===== src/rtl/kdp_pkg.sv =====
package kdp_pkg;
   localparam int unsigned OFS_W    = 2;
   localparam int unsigned NREG     = 3;
   localparam int unsigned REG_KEY  = 0;
   localparam int unsigned REG_DSP  = 1;
   localparam int unsigned REG_STAT = 2;

   // status layout, low bit first: in_rdy, out_rdy, kie, die, kirq, dirq, ovr
   typedef struct packed {
      logic ovr;
      logic dirq;
      logic kirq;
      logic die;
      logic kie;
      logic out_rdy;
      logic in_rdy;
   } kdp_stat_t;

   localparam int unsigned ST_W   = $bits(kdp_stat_t);
   localparam int unsigned ST_KIE = 2;
   localparam int unsigned ST_DIE = 3;
endpackage


===== src/rtl/kdp_addr_dec.sv =====
module kdp_addr_dec
   import kdp_pkg::*;
#(
   parameter int unsigned       ADDR_W    = 16,
   parameter logic [ADDR_W-1:0] BASE_ADDR = '0
) (
   input  logic [ADDR_W-1:0] addr,
   output logic [NREG-1:0]   sel
);
   logic base_hit;

   if (ADDR_W <= OFS_W) begin : g_bad_addr_w
      $error("kdp_addr_dec: ADDR_W too small");
   end
   if (BASE_ADDR[OFS_W-1:0] != '0) begin : g_bad_base
      $error("kdp_addr_dec: BASE_ADDR not aligned");
   end

   assign base_hit = (addr[ADDR_W-1:OFS_W] == BASE_ADDR[ADDR_W-1:OFS_W]);

   for (genvar g = 0; g < NREG; g++) begin : g_sel
      assign sel[g] = base_hit && (addr[OFS_W-1:0] == OFS_W'(g));
   end
endmodule


===== src/rtl/kdp_kbd_chan.sv =====
module kdp_kbd_chan #(
   parameter int unsigned CHAR_W = 8
) (
   input  logic              clk,
   input  logic              rst_n,
   input  logic              key_valid,
   input  logic [CHAR_W-1:0] key_char,
   input  logic              rd_key,
   input  logic              rd_stat,
   input  logic              wr_ie,
   input  logic              ie_d,
   output logic [CHAR_W-1:0] key_q,
   output logic              in_rdy,
   output logic              ovr,
   output logic              kie
);
   always_ff @(posedge clk) begin
      if (!rst_n) begin
         key_q  <= '0;
         in_rdy <= 1'b0;
         ovr    <= 1'b0;
         kie    <= 1'b0;
      end else begin
         if (key_valid) key_q <= key_char;

         if (key_valid)   in_rdy <= 1'b1;
         else if (rd_key) in_rdy <= 1'b0;

         if (key_valid && in_rdy && !rd_key) ovr <= 1'b1;
         else if (rd_stat)                   ovr <= 1'b0;

         if (wr_ie) kie <= ie_d;
      end
   end

   p_set_rdy_r2: assert property (@(posedge clk) disable iff (!rst_n)
      key_valid |=> in_rdy);
   p_clr_rdy_r3: assert property (@(posedge clk) disable iff (!rst_n)
      (rd_key && !key_valid) |=> !in_rdy);
   p_ovr_set_r4: assert property (@(posedge clk) disable iff (!rst_n)
      (key_valid && in_rdy && !rd_key) |=> ovr);
   p_ovr_sticky_r4: assert property (@(posedge clk) disable iff (!rst_n)
      (ovr && !rd_stat) |=> ovr);
endmodule


===== src/rtl/kdp_dsp_chan.sv =====
module kdp_dsp_chan #(
   parameter int unsigned CHAR_W = 8
) (
   input  logic              clk,
   input  logic              rst_n,
   input  logic              wr_dsp,
   input  logic [CHAR_W-1:0] wchar,
   input  logic              disp_done,
   input  logic              wr_ie,
   input  logic              ie_d,
   output logic [CHAR_W-1:0] disp_char,
   output logic              disp_load,
   output logic              out_rdy,
   output logic              die
);
   always_ff @(posedge clk) begin
      if (!rst_n) begin
         disp_char <= '0;
         disp_load <= 1'b0;
         out_rdy   <= 1'b0;
         die       <= 1'b0;
      end else begin
         disp_load <= wr_dsp;
         if (wr_dsp) disp_char <= wchar;

         if (wr_dsp)         out_rdy <= 1'b0;
         else if (disp_done) out_rdy <= 1'b1;

         if (wr_ie) die <= ie_d;
      end
   end

   p_load_pulse_r5: assert property (@(posedge clk) disable iff (!rst_n)
      wr_dsp |=> disp_load);
   p_rdy_clr_r5: assert property (@(posedge clk) disable iff (!rst_n)
      wr_dsp |=> !out_rdy);
   p_done_set_r6: assert property (@(posedge clk) disable iff (!rst_n)
      (disp_done && !wr_dsp) |=> out_rdy);
endmodule


===== src/rtl/kdp_rd_path.sv =====
module kdp_rd_path #(
   parameter int unsigned BUS_W    = 8,
   parameter bit          READ_REG = 1'b1
) (
   input  logic             clk,
   input  logic             rst_n,
   input  logic             rd_en,
   input  logic [BUS_W-1:0] rd_word,
   output logic [BUS_W-1:0] rdata
);
   if (READ_REG) begin : g_reg
      always_ff @(posedge clk) begin
         if (!rst_n)     rdata <= '0;
         else if (rd_en) rdata <= rd_word;
      end

      p_hold_r10: assert property (@(posedge clk) disable iff (!rst_n)
         !rd_en |=> $stable(rdata));
   end else begin : g_comb
      logic unused_clk;
      assign unused_clk = clk ^ rst_n;
      assign rdata = rd_en ? rd_word : '0;
   end
endmodule


===== src/rtl/kbd_disp_port.sv =====
module kbd_disp_port
   import kdp_pkg::*;
#(
   parameter int unsigned       ADDR_W    = 16,
   parameter int unsigned       BUS_W     = 8,
   parameter int unsigned       CHAR_W    = 8,
   parameter logic [ADDR_W-1:0] BASE_ADDR = 16'h4000,
   parameter bit                READ_REG  = 1'b1
) (
   input  logic              clk,
   input  logic              rst_n,
   input  logic [ADDR_W-1:0] bus_addr,
   input  logic              bus_rd,
   input  logic              bus_wr,
   input  logic [BUS_W-1:0]  bus_wdata,
   output logic [BUS_W-1:0]  bus_rdata,
   input  logic              key_valid,
   input  logic [CHAR_W-1:0] key_char,
   output logic [CHAR_W-1:0] disp_char,
   output logic              disp_load,
   input  logic              disp_done,
   output logic              kbd_irq,
   output logic              dsp_irq,
   output logic              irq
);
   if (BUS_W < ST_W) begin : g_bad_bus_w
      $error("kbd_disp_port: BUS_W narrower than status");
   end
   if (CHAR_W > BUS_W || CHAR_W == 0) begin : g_bad_char_w
      $error("kbd_disp_port: CHAR_W out of range");
   end

   logic [NREG-1:0]   sel;
   logic              rd_key, rd_stat, wr_dsp, wr_stat;
   logic [CHAR_W-1:0] key_q;
   logic              in_rdy, out_rdy, ovr, kie, die;
   kdp_stat_t         st;
   logic [BUS_W-1:0]  rd_word;

   kdp_addr_dec #(.ADDR_W(ADDR_W), .BASE_ADDR(BASE_ADDR)) u_dec (
      .addr (bus_addr),
      .sel  (sel)
   );

   assign rd_key  = bus_rd && sel[REG_KEY];
   assign rd_stat = bus_rd && sel[REG_STAT];
   assign wr_dsp  = bus_wr && sel[REG_DSP];
   assign wr_stat = bus_wr && sel[REG_STAT];

   kdp_kbd_chan #(.CHAR_W(CHAR_W)) u_kbd (
      .clk       (clk),
      .rst_n     (rst_n),
      .key_valid (key_valid),
      .key_char  (key_char),
      .rd_key    (rd_key),
      .rd_stat   (rd_stat),
      .wr_ie     (wr_stat),
      .ie_d      (bus_wdata[ST_KIE]),
      .key_q     (key_q),
      .in_rdy    (in_rdy),
      .ovr       (ovr),
      .kie       (kie)
   );

   kdp_dsp_chan #(.CHAR_W(CHAR_W)) u_dsp (
      .clk       (clk),
      .rst_n     (rst_n),
      .wr_dsp    (wr_dsp),
      .wchar     (bus_wdata[CHAR_W-1:0]),
      .disp_done (disp_done),
      .wr_ie     (wr_stat),
      .ie_d      (bus_wdata[ST_DIE]),
      .disp_char (disp_char),
      .disp_load (disp_load),
      .out_rdy   (out_rdy),
      .die       (die)
   );

   assign kbd_irq = in_rdy && kie;
   assign dsp_irq = out_rdy && die;
   assign irq     = kbd_irq || dsp_irq;

   always_comb begin
      st         = '0;
      st.in_rdy  = in_rdy;
      st.out_rdy = out_rdy;
      st.kie     = kie;
      st.die     = die;
      st.kirq    = kbd_irq;
      st.dirq    = dsp_irq;
      st.ovr     = ovr;
   end

   always_comb begin
      rd_word = '0;
      if (sel[REG_KEY])  rd_word = BUS_W'(key_q);
      if (sel[REG_DSP])  rd_word = BUS_W'(disp_char);
      if (sel[REG_STAT]) rd_word = BUS_W'(st);
   end

   kdp_rd_path #(.BUS_W(BUS_W), .READ_REG(READ_REG)) u_rd (
      .clk     (clk),
      .rst_n   (rst_n),
      .rd_en   (bus_rd),
      .rd_word (rd_word),
      .rdata   (bus_rdata)
   );

   p_sel_onehot_r1: assert property (@(posedge clk) disable iff (!rst_n)
      $onehot0(sel));
   p_ie_hold_r7: assert property (@(posedge clk) disable iff (!rst_n)
      !wr_stat |=> ($stable(kie) && $stable(die)));
endmodule


===== config.mk =====
export PLATFORM = sky130hd
export DESIGN_NAME = kbd_disp_port
export DESIGN_NICKNAME = d
export VERILOG_FILES = /design/src/rtl/kdp_pkg.sv /design/src/rtl/kdp_addr_dec.sv /design/src/rtl/kdp_kbd_chan.sv /design/src/rtl/kdp_dsp_chan.sv /design/src/rtl/kdp_rd_path.sv /design/src/rtl/kbd_disp_port.sv
export SDC_FILE = /design/constraint.sdc
export NUM_CORES = 1
export LEC_CHECK = 0
export ABC_CLOCK_PERIOD_IN_PS = 1200
export BUFFER_PORTS_ARGS = -buffer_cell sky130_fd_sc_hd__buf_2
export CORE_MARGIN = 10
export CORE_UTILIZATION = 25
export CTS_CLUSTER_DIAMETER = 80
export CTS_CLUSTER_SIZE = 16
export DETAILED_ROUTE_END_ITERATION = 10
export GPL_TIMING_DRIVEN = 1
export MAX_ROUTING_LAYER = met4
export SYNTH_ARGS = -nofsm -noshare
export SYNTH_HDL_FRONTEND = slang
export SYNTH_SLANG_ARGS = --single-unit

===== constraint.sdc =====
create_clock -name clk -period 1.2 [get_ports clk]
set_input_delay 0.12 -clock clk [delete_from_list [all_inputs] [get_ports clk]]
set_output_delay 0.12 -clock clk [all_outputs]
set_load 0.05 [all_outputs]

==> results of run 1 <==
-- worst max-delay path by stage --
stage / startpoint / to / cells after the start
global route: u_kbd.kie$_SDFFE_PN0P_ / irq / 3
CTS: u_kbd.kie$_SDFFE_PN0P_ / irq / 3
detailed placement: bus_addr[5] / u_rd.rdata[3]$_SDFFE_PN0P_ / 5
global placement: bus_addr[5] / u_rd.rdata[3]$_SDFFE_PN0P_ / 5
finish: u_kbd.kie$_SDFFE_PN0P_ / irq / 3
floorplan: bus_addr[7] / u_rd.rdata[4]$_SDFFE_PN0P_ / 5
-- worst register-to-register path: stages, from the launching register on --
cell	delay (ns)
dfxtp_1	0.32
mux2i_1	0.20
o31ai_1	0.09
a21o_1	0.15
-- per-stage QoR --
step / total power [mW] / hold WS, ns / worst slack (ns) / setup TNS (ns) / util
floorplan: 1.14 / 0.259 / 0.0509 / 0 / -
global placement: 1.24 / 0.355 / -0.279 / -3.85 / 0.343
detailed placement: 1.24 / 0.364 / -0.251 / -3.73 / 0.343
finish: 2.02 / 0.0790 / -0.0719 / -0.0719 / 0.373
global route: 2.12 / 0.0723 / -0.102 / -0.102 / 0.373
CTS: 2.04 / 0.0703 / -0.0837 / -0.0837 / 0.367
-- state kept, by name, summed over array words and instances, names as in the netlist --
| signal | cells |
|---|---|
| u_rd.rdata | 8 |
| u_dsp.die | 1 |
| u_dsp.disp_char | 8 |
| u_kbd.kie | 1 |
| u_dsp.out_rdy | 1 |
| u_kbd.key_q | 8 |
| u_dsp.disp_load | 1 |
| u_kbd.ovr | 1 |
| u_kbd.in_rdy | 1 |
-- cell type report --
type | instances | share of cell area
multi-input combinational | 102 | 0.375
tap | 70 | 0.0455
timing repair buffer | 73 | 0.219
clock buffer | 6 | 0.0429
inverter | 2 | 0.00390
sequential | 30 | 0.314
-- cell usage in the layout, fill, tap and decap left out, types with 2 or more instances in the layout --
cell and instances:
buf_2 55, nand2_1 28, dfxtp_1 27, mux2i_1 26, buf_4 16, nor2_1 10
o31ai_1 8, a21o_1 7, clkbuf_8 6, a21oi_1 3, dfxtp_2 3, and2_4 2
nor4_4 2, nor2b_1 2, and4b_1 2, o21ai_1 2, inv_1 2
-- cell families (layout without fill, tap and decap cells) --
group / Yosys count / in the layout / synth area share
AOI/OAI and AO/OA: 22 / 22 / 0.115
buffers and inverters: 9 / 81 / 0.0270
DFF: 30 / 30 / 0.447
muxes: 26 / 26 / 0.194
and+or+nand+nor: 54 / 54 / 0.218
-- routing by layer --
layer / share of wire / up-vias / wire length [um]
li1: - / 634 / -
met1: 0.43 / 585 / 1730
met2: 0.48 / 34 / 1940
met3: 0.073 / 6 / 292
met4: 0.014 / 0 / 55
met5: 0 / - / 0
-- power groups by stage --
stage / clock [mW] / sequential [mW] / combinational, mW
final: 0.792 / 1.03 / 0.195
after global routing: 0.863 / 1.04 / 0.217
after CTS: 0.816 / 1.03 / 0.194
after detailed placement: 0 / 1.05 / 0.187
after global placement: 0 / 1.05 / 0.183
after floorplan: 0 / 1.05 / 0.0909
-- what timing repair did --
| item | 4_1_cts | 5_1_grt |
|---|---|---|
| pin swaps | 1 | 2 |
| buffers inserted | 3 | 2 |
| endpoints found under the setup margin | 3 | 8 |
| gates resized for setup | 9 | 2 |
==> flow_summary_export.csv, run 1 <==
group,metric,value,unit
die,initial_utilization,0.260,
yosys,synth-edff-count,0,
layout,fin_cells,283,
grt,grt_first_pass_wirelength,6600,um
route,drt_wl_total,4020,um
route,remaining_drc_errors,0,
status,outcome,"complete, but fails checks",
layout,post-route-cell-area,0.00193,mm2
worst_setup_path,critical_path_buf_inv_count,1,
yosys,synth_top_area_cell,"dfxtp_1",
power,p_int,1.56,mW
sta,min_period_over_period,1.06,
power,clkPwrFrac,0.392,
grt,gr-usage-met3,0.0360,
sta,fmax,786,MHz
worst_setup_path,regToRegStartpoint,"u_dsp.disp_char[1]$_SDFFE_PN0P_",
yosys,yosysMostFrequentCell,"dfxtp_1",
route,vias,1259,
yosys,syn-cell-area,0.00134,mm2
yosys,yosys-top-cells-area,"dfxtp_1 45%, mux2i_1 19%, nand2_1 7.8%, o31ai_1 4.5%, a21o_1 3.9%",
layout,regArea,604,um2
clocking,clock-sinks,30,
worst_setup_path,worstSetupStartpointType,"flop",
grt,grt_max_degree,20,
grt,busiest_layer,"met2",
worst_setup_path,end_kind,"output pin",
yosys,ys.warnings.count,0,
grt,antenna_found_initial,0,
worst_setup_path,path_cells,"and2_4 -> or2_4 -> buf_8",
clocking,root_buffer,"clkbuf_8",
sta,fin_skew,0.00508,ns
clocking,clk_path_buf_depth,2,
sta,final-max-slew-violation-count,0,
worst_setup_path,reg2reg_slack,0.34,ns
route,ant_nets,0,
clocking,cts_made_buffers,5,
power,p_sw_frac,0.227,
die,die_width,93.3,um
die,io_pins,58,
route,wl_per_cell,14.2,um
power,p_leak,1.03,nW
power,p_sw,0.459,mW
placement,dp.cells,272,
sta,setup_slack,-0.0719,ns
worst_setup_path,worstSetupPathType,"flop to output pin",
placement,gp_congestion,0.764,
layout,fillers,545,
yosys,synth_nets,179,
job,drv_cap,0,
placement,placed_area,0.00178,mm2
layout,fin_nets,252,
sta,setup_viol,1,
yosys,syn-mean-instance-area,9.53,um2
worst_setup_path,critPathArrivalTime,1.15,ns
route,firstDrtPassIters,4,
grt,grt_util_met2,0.165,
route,viasPerCell,4.45,
layout,multi_input_area,723,um2
min_path,min_from,"bus_wdata[0]",
clocking,cts_max_level,2,
yosys,async_flop_share,0,
grt,grtUsageMet1,0.106,
worst_setup_path,crit_fanout,3,
worst_setup_path,cp_top_family,"simple AND/OR/NAND/NOR gates",
sta,final-hold-violation-count,0,
worst_setup_path,rr_endpoint,"u_rd.rdata[1]$_SDFFE_PN0P_",
yosys,synth_top_cell_area_share,0.447,
layout,drive_gt1_frac,0.423,
clocking,clk_latency,0.28,ns
clocking,clkTransAtPathRegs,0.06,ns
die,dieArea,0.00871,mm2
power,pwr_density_cell,1050,mW/mm2
die,die_h,93.3,um
clocking,cts_tree,"yes",
layout,num_antenna_cells,0,
yosys,synth_commonest_cells,"30 x dfxtp_1, 28 x nand2_1, 26 x mux2i_1",
grt,grt_pass1_vias,1340,
min_path,hold_class,"input pin to flop",
worst_setup_path,critical_path.max_stage_delay,0.32,ns
power,p_comb_frac,0.096,
clocking,cts-hold-fix-buffers,0,
min_path,min_to,"u_dsp.disp_char[0]$_SDFFE_PN0P_",
yosys,synth_cells,141,
yosys,ys.flop_type,"dfxtp_1",
power,seqPwrFrac,0.511,
worst_setup_path,crit_slowest_cell,"dfxtp_2",
sta,worst_slew_pin_slew,0.325,ns
die,coreArea,0.00517,mm2
layout,syn_to_final_growth,43.4,%
route,first_iter_violations,41,
yosys,ys_seq_elements,30,
sta,min_period,1.27,ns
sta,slew-limit-headroom,0.783,
worst_setup_path,required,1.08,ns
grt,grtUsageTotal,0.0986,
yosys,ys_types,26,
min_path,holdPathStages,3,
yosys,ys_seq_area_frac,0.447,
power,peakVddDrop,0.478,mV
worst_setup_path,reg2reg_depth,3,
placement,dp_hpwl,3200,um
die,rows,26,
status,failed_checks,"negative setup slack",
grt,grt_overflow,0,
placement,io_buffers,57,
sta,rsz0062_at_grt,"true",
(Power assumes the default switching activity.)
==> run 2, diff against run 1 <==
--- a/config.mk
+++ b/config.mk
@@ -14,6 +14,7 @@
 export DETAILED_ROUTE_END_ITERATION = 10
 export GPL_TIMING_DRIVEN = 1
 export MAX_ROUTING_LAYER = met4
+export REMOVE_ABC_BUFFERS = 1
 export SYNTH_ARGS = -nofsm -noshare
 export SYNTH_HDL_FRONTEND = slang
 export SYNTH_SLANG_ARGS = --single-unit
==> run 2 against run 1 <==
Compared with the run above: the run still ends with negative setup slack left; clock skew decreased by 0.0037 ns; die area unchanged; total power increased by 2.4%; critical endpoint unchanged; utilization increased by 0.097 points; fmax increased by 1.3%; largest cell class unchanged; clock power increased by 5.8%; global-route usage decreased by 0.25 points; sequential share of layout area about the same.
==> flow_summary_export.csv, run 2 (synthesis results as in run 1) <==
group,metric,value,unit
die,io_pins,58,
clocking,cts-hold-fix-buffers,0,
sta,final-hold-violation-count,0,
clocking,cts_tree,"yes",
grt,grt_first_pass_wirelength,6490,um
placement,dp_hpwl,3170,um
route,firstDrtPassIters,4,
sta,worst_slew_pin_slew,0.324,ns
power,peakVddDrop,0.463,mV
sta,rsz0062_at_grt,"true",
route,drt_wl_total,4010,um
worst_setup_path,crit_fanout,3,
layout,reg_top3,"u_dsp.disp_char: 8 flops, u_kbd.key_q: 8 flops, u_rd.rdata: 8 flops",
worst_setup_path,cp_top_family,"simple AND/OR/NAND/NOR gates",
die,dieArea,0.00871,mm2
worst_setup_path,reg2reg_depth,3,
power,pwr_density_cell,1070,mW/mm2
clocking,cts_made_buffers,5,
layout,drive_gt1_frac,0.426,
clocking,clkTransAtPathRegs,0.06,ns
die,die_h,93.3,um
grt,grt_overflow,0,
worst_setup_path,worstSetupStartpointType,"flop",
worst_setup_path,worstSetupPathType,"flop to output pin",
min_path,holdPathStages,3,
layout,fin_nets,253,
placement,io_buffers,57,
clocking,clk_path_buf_depth,2,
sta,setup_slack,-0.0557,ns
sta,fin_skew,0.00134,ns
route,first_iter_violations,51,
worst_setup_path,crit_slowest_cell,"dfxtp_2",
sta,min_period,1.26,ns
layout,mostFrequentLayoutCell,"buf_2",
route,vias,1262,
worst_setup_path,end_kind,"output pin",
status,failed_checks,"negative setup slack",
placement,gp_congestion,0.771,
route,wl_per_cell,14.0,um
placement,placed_area,0.00176,mm2
die,rows,26,
grt,grt_pass1_vias,1334,
min_path,hold_class,"input pin to flop",
worst_setup_path,critical_path.max_stage_delay,0.32,ns
sta,min_period_over_period,1.05,
route,ant_nets,0,
worst_setup_path,regToRegStartpoint,"u_dsp.disp_char[4]$_SDFFE_PN0P_",
grt,grtUsageTotal,0.0961,
sta,final-max-slew-violation-count,0,
grt,antenna_found_initial,0,
worst_setup_path,reg2reg_slack,0.28,ns
worst_setup_path,crit_start,"u_dsp.out_rdy$_SDFFE_PP0P_",
sta,fmax,796,MHz
placement,dp_slack,-0.227,ns
worst_setup_path,critPathArrivalTime,1.14,ns
grt,grt_max_degree,20,
clocking,cts_max_level,2,
job,drv_cap,0,
layout,syn_to_final_growth,43.8,%
die,coreArea,0.00517,mm2
worst_setup_path,rr_endpoint,"u_rd.rdata[4]$_SDFFE_PN0P_",
die,die_width,93.3,um
status,outcome,"complete, but fails checks",
power,p_leak,1.04,nW
clocking,clock-sinks,30,
sta,slew-limit-headroom,0.784,
min_path,min_to,"u_dsp.disp_char[0]$_SDFFE_PN0P_",
sta,setup_viol,1,
clocking,clk_latency,0.28,ns
die,initial_utilization,0.260,
route,viasPerCell,4.41,
worst_setup_path,path_cells,"and2_4 -> or2_1 -> buf_6",
layout,post-route-cell-area,0.00193,mm2
min_path,min_from,"bus_wdata[0]",
worst_setup_path,critical_path_buf_inv_count,1,
worst_setup_path,required,1.08,ns
clocking,root_buffer,"clkbuf_8",
route,remaining_drc_errors,0,
layout,num_antenna_cells,0,
layout,final_cell_mix,"56 x buf_2, 28 x nand2_1, 26 x mux2i_1, 26 x dfxtp_1, 17 x buf_4",
sta,tns,-0.0557,ns
run 2: cell types whose count changed in the layout (fill, tap and decap cells not counted), sizes merged:
cell | previous run | this run
buf | 73 | 74
clkbuf | 6 | 7
clkinv | 0 | 1
run 2: power by group:
group          total (mW)  leakage (nW)  switching [mW]  internal (mW)
clock               0.838        0.0482           0.376          0.462
sequential           1.03         0.245          0.0121           1.02
combinational       0.197         0.748          0.0954          0.102
total                2.07          1.04           0.484           1.58
run 2: per-stage QoR:
step           power (mW)  hold WS [ns]  std cells  utilization
2_1_floorplan        1.12         0.249        134            -
3_3_place_gp         1.24         0.356        271        0.341
3_5_place_dp         1.24         0.364        271        0.341
4_1_cts              2.09        0.0664        282        0.366
5_1_grt              2.16        0.0808        286        0.373
6_report             2.07        0.0734        286        0.373
run 2: routing by layer:
| layer | wire [um] | track usage |
|---|---|---|
| met5 | 0 | - |
| met4 | 40 | 0.0308 |
| met3 | 403 | 0.0352 |
| met2 | 1850 | 0.153 |
| met1 | 1710 | 0.110 |
run 2: worst max-delay path by stage:
stage	cells past startpoint	slack, ns	to
final	3	-0.06	irq
after global routing	3	-0.08	irq
after CTS	3	-0.06	irq
after detailed placement	5	-0.23	u_rd.rdata[5]$_SDFFE_PN0P_
after global placement	5	-0.22	u_rd.rdata[0]$_SDFFE_PN0P_
after floorplan	2	-0.20	irq
run 2: worst register-to-register path, stage by stage, from the launching register on:
cell     delay (ns)
dfxtp_1        0.32
mux2i_1        0.25
o31ai_1        0.10
a21o_1         0.15
run 2: final cells by class:
class,instances,area [um2]
clock inverters,1,5.00
fillers,549,3240
multi-input cells,102,721
clock buffers,7,86.3
repair buffers,74,419
flip-flops and latches,30,606
inverters,2,7.51
well taps,70,87.6
run 2: timing repair:
action | 4_1_cts | 5_1_grt
buffers inserted | 3 | 4
pin swaps | 2 | 2
resized for setup | 9 | 1
endpoints found under the setup margin | 3 | 9
==> run 3, diff against run 2 <==
--- a/config.mk
+++ b/config.mk
@@ -17,4 +17,5 @@
 export REMOVE_ABC_BUFFERS = 1
 export SYNTH_ARGS = -nofsm -noshare
 export SYNTH_HDL_FRONTEND = slang
+export SYNTH_HIERARCHICAL = 1
 export SYNTH_SLANG_ARGS = --single-unit
==> run 3 against run 2 <==
Compared with the run above: critical endpoint is now u_rd/rdata[6]$_SDFFE_PN0P_; register-to-register slack barely moved; clock power fell by 2%; synthesized area is 7.7% higher; combinational power down 12%; utilization about the same; global-route usage is essentially flat; the run still ends with negative setup slack left.
==> flow_summary_export.csv, run 3 <==
group,metric,value,unit
status,outcome,"complete, but fails checks",
status,failed_checks,"negative setup slack",
yosys,syn-mean-instance-area,10.1,um2
layout,reg_top3,"u_dsp/disp_char: 8 flops, u_kbd/key_q: 8 flops, u_rd/rdata: 8 flops",
layout,fin_nets,256,
yosys,ys_seq_elements,30,
sta,setup_viol,22,
min_path,hold_class,"input pin to flop",
placement,gp_congestion,0.784,
layout,drive_gt1_frac,0.447,
sta,rsz0062_at_grt,"true",
yosys,ys.flop_type,"dfxtp_1",
die,dieArea,0.00923,mm2
sta,final-hold-violation-count,0,
yosys,ys.warnings.count,6,
die,io_pins,58,
worst_setup_path,end_kind,"flop",
route,firstDrtPassIters,4,
power,pwr_density_cell,975,mW/mm2
layout,final_cell_mix,"53 x buf_2, 31 x nor2b_1, 30 x dfxtp_1",
yosys,ys_types,25,
clocking,cts_tree,"yes",
yosys,yosys-top-cells-area,"dfxtp_1 41%, mux2i_1 18%, nor2b_1 14%, a21oi_1 4.5%, nand3b_1 4.1%",
clocking,cts_made_buffers,5,
yosys,synth_cells,144,
sta,tns,-7.79,ns
grt,grt_pass1_vias,1376,
worst_setup_path,required,1.37,ns
min_path,min_from,"bus_wdata[4]",
route,first_iter_violations,31,
grt,grt_overflow,0,
layout,syn_to_final_growth,43.8,%
worst_setup_path,crit_slowest_cell,"or4b_4",
route,remaining_drc_errors,0,
clocking,clk_path_buf_depth,2,
grt,antenna_found_initial,1,
worst_setup_path,path_cells,"buf_6 -> or4b_4 -> nor4_4 -> buf_4 -> buf_6 -> nor2b_4 -> a21oi_1 -> mux2i_1 -> nor2b_1",
clocking,root_buffer,"clkbuf_8",
placement,dp_hpwl,3210,um
worst_setup_path,regToRegStartpoint,"u_dsp/out_rdy$_SDFFE_PP0P_",
clocking,clock-sinks,30,
route,wl_per_cell,14.7,um
layout,mostFrequentLayoutCell,"buf_2",
route,vias,1285,
sta,min_period,1.61,ns
min_path,holdPathStages,3,
power,p_leak,0.944,nW
sta,hold_ws,0.102,ns
worst_setup_path,cp_common_cell,"buf_6",
yosys,synth_top_area_cell,"dfxtp_1",
worst_setup_path,crit_fanout,7,
sta,worst_slew_pin_slew,0.345,ns
clocking,cts-hold-fix-buffers,0,
yosys,synth_commonest_cells,"32 x nor2b_1, 30 x dfxtp_1, 26 x mux2i_1",
grt,grt_max_degree,25,
die,initial_utilization,0.260,
job,drv_cap,0,
die,die_h,96.1,um
clocking,clkTransAtPathRegs,0.07,ns
route,viasPerCell,4.40,
yosys,synth-edff-count,0,
sta,slew-limit-headroom,0.770,
yosys,synth_top_cell_area_share,0.415,
grt,grt_first_pass_wirelength,6650,um
clocking,cts_max_level,2,
sta,fmax,620,MHz
power,peakVddDrop,0.533,mV
die,die_width,96.1,um
worst_setup_path,critPathArrivalTime,1.78,ns
worst_setup_path,critical_path.max_stage_delay,0.57,ns
placement,io_buffers,57,
worst_setup_path,reg2reg_depth,4,
sta,setup_slack,-0.413,ns
worst_setup_path,worstSetupStartpointType,"input pin",
yosys,ys_seq_area_frac,0.415,
yosys,async_flop_share,0,
die,rows,27,
route,drt_wl_total,4290,um
worst_setup_path,crit_start,"bus_addr[15]",
route,ant_nets,0,
yosys,syn-cell-area,0.00145,mm2
grt,grtUsageTotal,0.0956,
sta,fin_skew,0.00726,ns
die,coreArea,0.00557,mm2
worst_setup_path,worstSetupPathType,"input pin to flop",
sta,final-max-slew-violation-count,0,
clocking,clk_latency,0.27,ns
sta,min_period_over_period,1.34,
power,power,2.03,mW
yosys,yosysMostFrequentCell,"nor2b_1",
-- run 3: cell types whose count changed after synthesis, moves of 8 or more --
cell,change
o31ai_1,-8
nor2b_1,+30
nor2_1,-9
nand2_1,-24
a21oi_1,+10
-- run 3: area by class of cell --
type | count | area (um2)
timing repair buffer | 75 | 468
clock buffer | 7 | 86.3
multi-input combinational | 104 | 822
antenna | 1 | 2.50
tap | 72 | 90.1
clock inverter | 1 | 5.00
sequential | 30 | 601
fill | 574 | 3490
inverter | 2 | 7.51
-- run 3: layer usage --
layer	vias up	global-route usage	part of all wire
li1	653	-	-
met1	595	0.107	0.44
met2	35	0.156	0.47
met3	2	0.0389	0.089
met4	0	0.0221	0.0054
met5	-	-	0
-- run 3: logic make-up (layout without fill, tap and decap cells) --
family,after synthesis,count (layout),synth area share
other,0,1,0
AO/OA/AOI/OAI,17,17,0.0665
buffers and inverters,10,85,0.0536
AND/OR/NAND/NOR,61,61,0.285
flip-flops,30,30,0.415
multiplexers,26,26,0.180
-- run 3: path summary, 6_finish.rpt --
check | end | slack (ns)
setup / recovery | u_rd/rdata[6]$_SDFFE_PN0P_ | -0.41
hold / removal | u_dsp/disp_char[4]$_SDFFE_PN0P_ | 0.10
setup reg to reg | u_rd/rdata[5]$_SDFFE_PN0P_ | 0.27
hold reg to reg | u_rd/rdata[1]$_SDFFE_PN0P_ | 0.51
-- run 3: critical path: cells and delay by family --
kind,cells,cell delay [ns]
simple gates,4,1.10
buf+inv,3,0.38
mux,1,0.14
compound gates,1,0.04
-- run 3: stage by stage --
stage	cell area, um2	setup slack (ns)	cells	utilization
final	2080	-0.413	292	0.374
after global routing	2080	-0.492	292	0.374
after CTS	2060	-0.395	291	0.369
after detailed placement	1880	-0.717	280	0.337
after global placement	1880	-0.693	280	0.337
after floorplan	1380	-1.35	136	-
-- run 3: power breakdown --
group          internal, mW  switching, mW  leakage (nW)
clock network         0.462          0.360        0.0482
registers              1.02         0.0153         0.244
logic                 0.102         0.0705         0.652
total                  1.58          0.446         0.944
-- run 3: timing repair --
| item | in CTS | in global routing |
|---|---|---|
| pin swaps | 5 | 0 |
| setup endpoints to repair | 25 | 25 |
| cloned | 2 | 0 |
| setup buffers | 1 | 0 |
| resized for setup | 21 | 5 |
